**config.mk**
```make
export PLATFORM = sky130hd
export DESIGN_NAME = xmem_strobe_ctrl
export DESIGN_NICKNAME = d
export VERILOG_FILES = /design/src/rtl/xmem_pkg.sv /design/src/rtl/xmem_phase_seq.sv /design/src/rtl/xmem_rd_capture.sv /design/src/rtl/xmem_strobe_ctrl.sv
export SDC_FILE = /design/constraint.sdc
export NUM_CORES = 1
export LEC_CHECK = 0
export BUFFER_PORTS_ARGS = -buffer_cell sky130_fd_sc_hd__buf_2
export CAP_MARGIN = 25
export CORE_AREA = 2 2 62 70
export CTS_CLUSTER_SIZE = 30
export DETAILED_ROUTE_END_ITERATION = 12
export DIE_AREA = 0 0 64 72
export GPL_ROUTABILITY_DRIVEN = 1
export PLACE_DENSITY = 0.77
export SYNTH_ARGS = -nofsm -noshare
export SYNTH_HDL_FRONTEND = slang
export SYNTH_SLANG_ARGS = --single-unit
export TNS_END_PERCENT = 1
```
**constraint.sdc**
```tcl
create_clock -name clk -period 2.1 [get_ports clk]
set_input_delay 0.42 -clock clk [delete_from_list [all_inputs] [get_ports clk]]
set_output_delay 0.42 -clock clk [all_outputs]
set_load 0.05 [all_outputs]
```
**src/rtl/xmem_pkg.sv**
```systemverilog
// Shared types of the external memory strobe controller.
package xmem_pkg;
    // Access phase, common to both memories.
    typedef enum logic [2:0] {
        PH_IDLE   = 3'd0,
        PH_SETUP  = 3'd1,
        PH_STROBE = 3'd2,
        PH_HOLD   = 3'd3,
        PH_REJECT = 3'd4
    } phase_t;

    // Memory targeted by a request.
    typedef enum logic {
        TGT_FLASH = 1'b0,
        TGT_SRAM  = 1'b1
    } tgt_t;
endpackage

```
**src/rtl/xmem_phase_seq.sv**
```systemverilog
// Phase sequencer: steps an accepted access through setup, strobe and hold.
// The phase lengths come from the flash or the SRAM parameter set, chosen by
// the latched target. A rejected request spends one cycle in PH_REJECT.
// Assumes: tgt is stable from the cycle after start until done; every length is >= 1.
module xmem_phase_seq
    import xmem_pkg::*;
#(
    parameter int FL_SETUP = 1,
    parameter int FL_STRB  = 2,
    parameter int FL_HOLD  = 1,
    parameter int SR_SETUP = 1,
    parameter int SR_STRB  = 2,
    parameter int SR_HOLD  = 1
) (
    input  logic   clk,
    input  logic   rst_n,
    input  logic   start,
    input  logic   reject,
    input  tgt_t   tgt,
    output phase_t phase,
    output logic   cap,
    output logic   done
);
    localparam int MAX_FL = (FL_SETUP > FL_STRB) ? ((FL_SETUP > FL_HOLD) ? FL_SETUP : FL_HOLD)
                                                 : ((FL_STRB > FL_HOLD) ? FL_STRB : FL_HOLD);
    localparam int MAX_SR = (SR_SETUP > SR_STRB) ? ((SR_SETUP > SR_HOLD) ? SR_SETUP : SR_HOLD)
                                                 : ((SR_STRB > SR_HOLD) ? SR_STRB : SR_HOLD);
    localparam int MAX_LEN = (MAX_FL > MAX_SR) ? MAX_FL : MAX_SR;
    localparam int CNT_W = (MAX_LEN > 1) ? $clog2(MAX_LEN) : 1;

    phase_t           phase_q;
    logic [CNT_W-1:0] cnt_q;
    logic [CNT_W-1:0] last_cnt;
    logic             at_last;

    // Last count value of the current phase for the current target.
    always_comb begin
        int len;
        len = 1;
        unique case (phase_q)
            PH_SETUP:  len = (tgt == TGT_SRAM) ? SR_SETUP : FL_SETUP;
            PH_STROBE: len = (tgt == TGT_SRAM) ? SR_STRB  : FL_STRB;
            PH_HOLD:   len = (tgt == TGT_SRAM) ? SR_HOLD  : FL_HOLD;
            default:   len = 1;
        endcase
        last_cnt = CNT_W'(len - 1);
    end

    assign at_last = (cnt_q == last_cnt);

    // Phase and in-phase counter advance.
    always_ff @(posedge clk) begin
        if (!rst_n) begin
            phase_q <= PH_IDLE;
            cnt_q   <= '0;
        end else begin
            unique case (phase_q)
                PH_IDLE: begin
                    cnt_q <= '0;
                    if (start) phase_q <= reject ? PH_REJECT : PH_SETUP;
                end
                PH_SETUP, PH_STROBE, PH_HOLD: begin
                    if (at_last) begin
                        cnt_q   <= '0;
                        phase_q <= (phase_q == PH_SETUP)  ? PH_STROBE :
                                   (phase_q == PH_STROBE) ? PH_HOLD : PH_IDLE;
                    end else begin
                        cnt_q <= cnt_q + 1'b1;
                    end
                end
                default: begin
                    cnt_q   <= '0;
                    phase_q <= PH_IDLE;
                end
            endcase
        end
    end

    assign phase = phase_q;
    assign cap   = (phase_q == PH_STROBE) && at_last;
    assign done  = ((phase_q == PH_HOLD) && at_last) || (phase_q == PH_REJECT);
endmodule

```
**src/rtl/xmem_rd_capture.sv**
```systemverilog
// Read capture register: stores the byte of the selected memory in the last
// strobe-low cycle, so the value taken is the one present at the strobe's rising edge.
// Assumes: cap is a single-cycle pulse from the phase sequencer.
module xmem_rd_capture #(
    parameter int DW = 8
) (
    input  logic          clk,
    input  logic          rst_n,
    input  logic          cap,
    input  logic          from_sram,
    input  logic [DW-1:0] fl_din,
    input  logic [DW-1:0] sr_din,
    output logic [DW-1:0] rdata
);
    // Capture on the strobe-release edge.
    always_ff @(posedge clk) begin
        if (!rst_n)   rdata <= '0;
        else if (cap) rdata <= from_sram ? sr_din : fl_din;
    end
endmodule

```
**src/rtl/xmem_strobe_ctrl.sv**
```systemverilog
// External flash and buffer SRAM strobe controller (top).
// Takes a request only when idle, latches it, and decodes the pin strobes
// from the access phase. A flash write is answered with err and no strobe.
// Assumes: the requester holds req and its fields stable until ack.
module xmem_strobe_ctrl
    import xmem_pkg::*;
#(
    parameter int FL_AW    = 15,
    parameter int SR_AW    = 14,
    parameter int DW       = 8,
    parameter int FL_SETUP = 1,
    parameter int FL_STRB  = 2,
    parameter int FL_HOLD  = 1,
    parameter int SR_SETUP = 1,
    parameter int SR_STRB  = 2,
    parameter int SR_HOLD  = 1,
    localparam int RA_W    = (FL_AW > SR_AW) ? FL_AW : SR_AW
) (
    input  logic             clk,
    input  logic             rst_n,
    input  logic             req,
    input  logic             req_sram,
    input  logic             req_we,
    input  logic [RA_W-1:0]  req_addr,
    input  logic [DW-1:0]    req_wdata,
    output logic             ack,
    output logic             err,
    output logic [DW-1:0]    rdata,
    output logic [FL_AW-1:0] fl_addr,
    output logic             fl_cs_n,
    output logic             fl_rd_n,
    input  logic [DW-1:0]    fl_din,
    output logic             sr_en_n,
    output logic [SR_AW-1:0] sr_addr,
    output logic             sr_rd_n,
    output logic             sr_wr_n,
    output logic [DW-1:0]    sr_dout,
    output logic             sr_doe,
    input  logic [DW-1:0]    sr_din
);
    phase_t          phase;
    tgt_t            tgt_q;
    logic            we_q;
    logic [RA_W-1:0] addr_q;
    logic [DW-1:0]   wdata_q;
    logic            accept;
    logic            reject;
    logic            cap;
    logic            done;
    logic            in_access;
    logic            is_sram;
    logic            strobing;

    assign accept = req && (phase == PH_IDLE);
    assign reject = !req_sram && req_we;

    // Request latch, loaded when a request is accepted.
    always_ff @(posedge clk) begin
        if (!rst_n) begin
            tgt_q   <= TGT_FLASH;
            we_q    <= 1'b0;
            addr_q  <= '0;
            wdata_q <= '0;
        end else if (accept) begin
            tgt_q   <= req_sram ? TGT_SRAM : TGT_FLASH;
            we_q    <= req_we;
            addr_q  <= req_addr;
            wdata_q <= req_wdata;
        end
    end

    xmem_phase_seq #(
        .FL_SETUP(FL_SETUP), .FL_STRB(FL_STRB), .FL_HOLD(FL_HOLD),
        .SR_SETUP(SR_SETUP), .SR_STRB(SR_STRB), .SR_HOLD(SR_HOLD)
    ) u_seq (
        .clk   (clk),
        .rst_n (rst_n),
        .start (accept),
        .reject(reject),
        .tgt   (tgt_q),
        .phase (phase),
        .cap   (cap),
        .done  (done)
    );

    xmem_rd_capture #(.DW(DW)) u_cap (
        .clk      (clk),
        .rst_n    (rst_n),
        .cap      (cap),
        .from_sram(tgt_q == TGT_SRAM),
        .fl_din   (fl_din),
        .sr_din   (sr_din),
        .rdata    (rdata)
    );

    // Pin decode from the access phase and the latched request.
    always_comb begin
        in_access = (phase == PH_SETUP) || (phase == PH_STROBE) || (phase == PH_HOLD);
        is_sram   = (tgt_q == TGT_SRAM);
        strobing  = (phase == PH_STROBE);
        fl_cs_n   = !(in_access && !is_sram);
        fl_rd_n   = !(strobing && !is_sram);
        sr_en_n   = !(in_access && is_sram);
        sr_rd_n   = !(strobing && is_sram && !we_q);
        sr_wr_n   = !(strobing && is_sram && we_q);
        sr_doe    = in_access && is_sram && we_q;
    end

    assign fl_addr = addr_q[FL_AW-1:0];
    assign sr_addr = addr_q[SR_AW-1:0];
    assign sr_dout = wdata_q;
    assign ack     = done;
    assign err     = (phase == PH_REJECT);
endmodule

```
==> results of run 1 <==
## metrics by stage
step	hold slack, ps	util, %	std cells	setup slack, ps
2_1_floorplan	402.8	-	193	73.20
3_3_place_gp	415.8	52.45	317	160.4
3_5_place_dp	423.1	52.45	317	75.05
4_1_cts	350.5	55.56	326	16.20
5_1_grt	348.1	56.01	326	0.2278
6_report	357.5	56.01	326	59.36
## worst min path at each step
stage	slack [ps]	startpoint	endpoint	depth (start not counted)
finish	360	req_addr[11]	fl_addr[11]	3
CTS	350	req_addr[8]	fl_addr[8]	3
global placement	420	u_seq.cnt_q	u_seq.cnt_q	1
detailed placement	420	u_seq.cnt_q	u_seq.cnt_q	1
floorplan	400	u_seq.cnt_q	u_seq.cnt_q	1
global route	350	req_addr[2]	fl_addr[2]	3
## worst min-delay path, cell delays in order
cell,delay [ps]
buf_2,70
nand3_1,50
o21ai_0,60
## registers in the layout, summed over array words and instances (netlist names)
signal       cells
fl_addr         15
sr_dout          8
u_cap.rdata      8
u_seq.phase      3
is_sram          1
u_seq.cnt_q      1
we_q             1
## power by group through the flow
stage	logic [mW]	clock network [mW]	registers, mW
2_1_floorplan	0.770	0	1.21
3_3_place_gp	1.23	0	0.904
3_5_place_dp	1.25	0	0.908
5_1_grt	1.37	0.578	0.913
6_report	1.29	0.523	0.898
4_1_cts	1.28	0.542	0.895
## cell usage in the layout (no fill, tap or decap), drive strengths merged, types with 2 or more instances in the layout
master / count
buf: 103
dfxtp: 37
o21ai: 33
nand2: 28
nand3: 26
mux2i: 8
a21oi: 8
clkbuf: 7
nor2: 4
or3: 2
nand2b: 2
inv: 2
nor3: 2
nor2b: 2
## area by class of cell
type | count | share of cell area [%]
Sequential cell | 37 | 34.14
Multi-Input combinational cell | 124 | 32.41
Timing Repair Buffer | 103 | 25.43
Clock buffer | 7 | 4.441
Tap cell | 52 | 2.999
Inverter | 2 | 0.3460
Clock inverter | 1 | 0.2307
## metal layers
metal | vias to the layer above | part of all wire (%)
met2 | 46 | 50
met4 | 0 | 1.8
met5 | - | 0
met3 | 7 | 4.8
met1 | 695 | 43
li1 | 806 | -
## repair_timing
action | 4_1_cts | 5_1_grt
pin swaps | 0 | 0
setup endpoints to repair | 1 | 1
resized for setup | 4 | 2
buffers inserted | 1 | 0
## logic make-up (layout without fill, tap and decap cells)
group,Yosys count,in the layout,synth area share (%)
buffers and inverters,32,113,12.79
and+or+nand+nor,71,71,21.65
AOI/OAI and AO/OA,43,43,13.71
adders and majority gates,1,1,0.7703
muxes,8,8,4.931
DFF,37,37,45.61
xor gates and xnor gates,1,1,0.5394
==> metrics.md, run 1 <==
| Metric | Value |
|---|---|
| R2R Path End | `fl_addr[3]` |
| Clk pwr share | `19.3%` |
| DRC Markers | `0` |
| Clock sink count | `37` |
| Rel. slew slack | `71.02%` |
| Number of flops mapped to enable cells by yosys | `0` |
| Share of cells above drive strength 1 | `a little over two fifths` |
| Setup-failing EPs final | `0` |
| Drt pass-1 iters | `4` |
| NumNets Final | `roughly 320` |
| DR vias/cell | `roughly 4.8` |
| Pleak | `1.034 nW` |
| Die X | `about 64 um` |
| Commonest cells post-synth | `37 x dfxtp_1, 31 x o21ai_0, 28 x nand2_1` |
| Pin count of the biggest net entering global routing | `52` |
| Reg clk slew, reported paths | `about 70 ps` |
| Met3 Track Usage GR | `about 2.8%` |
| Max-slew violations | `0` |
| Unrepaired setup endpoints after global routing | `no` |
| Slowest CP cell | `dfxtp_1` |
| Ant. Diodes | `0` |
| Critical Path Sink Type | `primary output` |
| R2r startpoint | `u_seq.phase[0]` |
| Avg Cell Area, Syn | `8.415 um^2` |
| Final Hold Fails | `0` |
| Worst Path Buf+Inv | `1` |
| Worst Setup EP | `ack` |
| Routed wirelength normalized by instance count | `about 11 um` |
| Worst-Skew Late Latency | `about 280 ps` |
| Ys flop type | `dfxtp_1` |
| Pint | `1.456 mW` |
| Initial DRC count | `108` |
| Max Freq | `~490 MHz` |
| CTS Buffer Depth | `2` |
| Port Buffer Count | `96` |
| Total GRT Usage | `15.80%` |
| Placed Area | `between 2000 and 2500 um^2` |
| CP startpoint | `u_seq.phase[2]` |
| Initial antenna violation count | `0` |
| Switching power | `1.256 mW` |
| GRT Residual Overflow | `0` |
| Syn Nets | `about 240` |
| Synth Instances | `approximately 190` |
| Total power | `around 2.7 mW` |
| Max Cap Violations | `0` |
| Most frequent cell after synthesis | `dfxtp_1` |
| Delay-heaviest family, CP | `simple AND/OR/NAND/NOR gates` |
| Ranking of synthesized cells by area | `dfxtp_1 46%, o21ai_0 9.6%, nand3_1 8.0%, buf_4 6.9%, nand2_1 6.5%` |
| CP max stage delay | `310 ps` |
| Final period utilization | `between 90% and 100%` |
| GPL Wtd Cong | `just over 0.8` |
| Yosys warns | `0` |
| Synth cell types | `27` |
| Worst vdd ir | `between 0.6 and 0.7 mV` |
| Row count | `24` |
| Area Overhead vs Synth | `33.59%` |
| Vias post-DR | `between 1500 and 2000` |
| Initial Util | `41.93%` |
| Crit start category | `flop` |
| GRT busiest layer | `met2` |
| Status | `completed` |
| # fillers | `369` |
| Synth Register Bits | `37` |
| Largest fanout on the critical path | `3` |
| Gate power share | `47.6%` |
| Flop pwr share | `33.1%` |
| Cell area after synthesis | `about 1600 um^2` |
| CTS tree | `built` |
| Final Skew | `8.291 ps` |
| Worst min path class | `primary input to flop` |
| Design area | `around 2200 um^2` |
| Setup TNS | `0 ps` |
| Switching portion of total power | `between 40% and 50%` |
| First-pass GRT wire length | `~5700 um` |
| Flop-to-flop setup slack | `approximately 590 ps` |
| DP HPWL | `2649 um` |
| Top cell type's share of synthesized area | `between 40 and 50%` |
| I/O pin count | `97` |
| Die H | `between 70 and 80 um` |
| Fin crit period | `a little over 2000 ps` |
| Data required time of the worst path | `around 1700 ps` |
| Die area | `~4600 um^2` |
| GRT met2 Usage | `between 20% and 30%` |
| Hold buffer count at cts | `0` |
| FF/Latch Area | `740.7 um^2` |
| Critical path depth in cells | `6` |
| Power Density | `between 1000 and 1500 nW/um^2` |
| Clock root cell | `clkbuf_8` |
| Async SR Flop Fraction | `0%` |
| Largest area contributor in the netlist | `dfxtp_1` |
| Number of buffers created by CTS | `5` |
| Worst-case reg-to-reg path depth | `4` |
| Crit-path cells | `nand2b_1, nor2_4, ha_4, nor2b_2, a31o_2, buf_6` |
| CTS H-Tree Depth | `2` |
| Sequential share of the synthesized area | `45.61%` |
| Routed WL | `3654 um` |
| Multi-input logic area | `703.2 um^2` |
| Crit path arrival time | `about 1600 ps` |
| DRT antenna net count | `0` |
| Met1 GRT Util | `roughly 18%` |
| Worst Tran Pin Value | `434.7 ps` |
| Vias in the first global route | `1288` |
| Setup Crit Path Kind | `flop to primary output` |
| Core box area | `3874 um^2` |
(Power assumes the default switching activity.)
==> run 2: changes to the inputs <==
--- a/config.mk
+++ b/config.mk
@@ -7,12 +7,12 @@
 export LEC_CHECK = 0
 export BUFFER_PORTS_ARGS = -buffer_cell sky130_fd_sc_hd__buf_2
 export CAP_MARGIN = 25
-export CORE_AREA = 2 2 62 70
+export CORE_AREA = 2 2 60 68
 export CTS_CLUSTER_SIZE = 30
 export DETAILED_ROUTE_END_ITERATION = 12
-export DIE_AREA = 0 0 64 72
+export DIE_AREA = 0 0 62 70
 export GPL_ROUTABILITY_DRIVEN = 1
-export PLACE_DENSITY = 0.77
+export PLACE_DENSITY = 0.82
 export SYNTH_ARGS = -nofsm -noshare
 export SYNTH_HDL_FRONTEND = slang
 export SYNTH_SLANG_ARGS = --single-unit
==> constraint.sdc (replaced) <==
create_clock -name clk -period 2.5 [get_ports clk]
set_input_delay 0.5 -clock clk [delete_from_list [all_inputs] [get_ports clk]]
set_output_delay 0.5 -clock clk [all_outputs]
set_load 0.05 [all_outputs]
==> run 2 against run 1 <==
Compared with the run above: combinational power is 22% lower; hold slack improved by 77 ps; clock-buffer cell count increased by 1; first-iteration DRC count decreased by 41%; non-clock buffer count fell by 4; sequential share of layout area rose by 1.4 points; via count down 1.7%; clock skew decreased by 2.9 ps; critical endpoint unchanged; largest cell class unchanged.
==> metrics.md, run 2 (synthesis results as in run 1) <==
| Metric | Value |
|---|---|
| Status | `completed` |
| Largest register FFs | `15` |
| Clock root cell | `clkbuf_8` |
| Share of cells above drive strength 1 | `between 40% and 50%` |
| # fillers | `between 300 and 400` |
| Unrepaired setup endpoints after global routing | `no` |
| Setup TNS | `0 ps` |
| DP HPWL | `~2500 um` |
| Final period utilization | `around 93%` |
| Initial antenna violation count | `0` |
| Power Density | `a little over 1000 nW/um^2` |
| WHS Endpoint | `fl_addr[4]` |
| Crit path arrival time | `1820 ps` |
| Total GRT Usage | `between 10% and 20%` |
| Core box area | `3754 um^2` |
| Critical Path Sink Type | `primary output` |
| Setup bufs post-CTS | `0` |
| Worst-case reg-to-reg path depth | `5` |
| Worst-Skew Late Latency | `280 ps` |
| Max Cap Violations | `0` |
| CTS Buffer Depth | `2` |
| Drt pass-1 iters | `2` |
| Final Hold Fails | `0` |
| DRC Markers | `0` |
| GRT Residual Overflow | `0` |
| Reg clk slew, reported paths | `70 ps` |
| DR vias/cell | `about 4.7` |
| Multi-input logic area | `around 690 um^2` |
| Die area | `4340 um^2` |
| Layout Utilization | `55.57%` |
| Resized Gates After CTS | `0` |
| Placed Area | `about 2000 um^2` |
| Crit start category | `flop` |
| Commonest cells after routing, fill and taps aside | `95 x buf_2, 36 x dfxtp_1, 31 x o21ai_0, 28 x nand2_1, 26 x nand3_1` |
| Vias in the first global route | `between 1000 and 1500` |
| CTS tree | `built` |
| Area Overhead vs Synth | `28.43%` |
| Hold Path Origin | `req_addr[4]` |
| FF/Latch Area | `~740 um^2` |
| GPL Wtd Cong | `between 0.8 and 0.9` |
| Design area | `~2100 um^2` |
| Initial DRC count | `64` |
| Die X | `between 60 and 70 um` |
| First-pass GRT wire length | `approximately 5500 um` |
| R2r startpoint | `u_seq.phase[2]` |
| Clock sink count | `37` |
| Die H | `70 um` |
| Setup Crit Path Kind | `flop to primary output` |
| Routed wirelength normalized by instance count | `between 10 and 15 um` |
| WHS Path Cells | `3` |
| Initial Util | `between 40 and 50%` |
| Hold buffer count at cts | `0` |
| Number of buffers created by CTS | `5` |
| Ant. Diodes | `0` |
| Flop-to-flop setup slack | `just under 1000 ps` |
| Worst Tran Pin Value | `628.1 ps` |
| Rel. slew slack | `about 58%` |
| Total power | `about 2.2 mW` |
| Fin crit period | `around 2300 ps` |
| CTS H-Tree Depth | `2` |
| Max Freq | `about 430 MHz` |
| Setup-failing EPs final | `0` |
| Pleak | `approximately 0.99 nW` |
| Worst min path class | `primary input to flop` |
| NumNets Final | `around 310` |
| Most common cell after layout, fill and taps aside | `buf_2` |
| Pin count of the biggest net entering global routing | `52` |
| Largest fanout on the critical path | `7` |
| Worst vdd ir | `~0.47 mV` |
| Row count | `24` |
| Max-slew violations | `0` |
| Port Buffer Count | `96` |
| R2R Path End | `u_cap.rdata[2]` |
| DRT antenna net count | `0` |
| Routed WL | `3434 um` |
| Vias post-DR | `approximately 1500` |
| Final Skew | `between 5 and 6 ps` |
| Data required time of the worst path | `around 2000 ps` |
| I/O pin count | `just under 100` |
==> run 2: cell types whose count changed in the layout (fill, tap and decap cells not counted), sizes merged <==
cell	change
clkinv	-1
clkbuf	+2
buf	-5
==> run 2: where the power goes <==
part	switching [mW]	total (mW)	internal (mW)
clock network	0.187	0.384	0.198
logic	0.756	1.01	0.252
registers	0.0822	0.771	0.688
total	1.03	2.16	1.14
==> run 2: how the worst max path moves through the flow <==
stage / slack (ps) / cells past startpoint / endpoint / startpoint
floorplan: 390 / 3 / ack / u_seq.phase[2]
global placement: 410 / 6 / ack / u_seq.phase[2]
detailed placement: 330 / 6 / ack / u_seq.phase[2]
CTS: 8 / 6 / ack / u_seq.phase[2]
global route: 60 / 6 / ack / u_seq.phase[2]
finish: 180 / 5 / ack / u_seq.phase[0]
==> run 2: final cells by class <==
type	instances	share of cell area [%]
well taps	52	3.119
flip-flops and latches	37	35.57
inverters	2	0.3599
repair buffers	99	24.24
clock buffers	8	3.839
multi-input cells	124	32.87
==> run 2: metal layers <==
layer | routed length (um) | vias up | global-route usage [%] | share of wire [%]
met2 | 1704 | 48 | 27.89 | 50
met5 | 0 | - | 0 | 0
met3 | 180 | 7 | 4.259 | 5.2
met4 | 63 | 0 | 8.511 | 1.8
met1 | 1486 | 676 | 19.05 | 43
li1 | - | 796 | - | -
==> run 2: critical path, stage by stage (launching register included) <==
cell and delay (ps):
dfxtp_1 520, nor2_2 100, ha_1 340, nor2b_2 190, a31o_2 170, clkbuf_4 220
==> run 2: per-stage QoR <==
stage	hold slack [ps]	instances	setup slack [ps]
global placement	416.3	314	406.4
finish	434.1	322	182.4
global route	441.1	322	58.75
CTS	422.1	322	7.876
detailed placement	426.8	314	329.2
floorplan	402.8	193	393.2
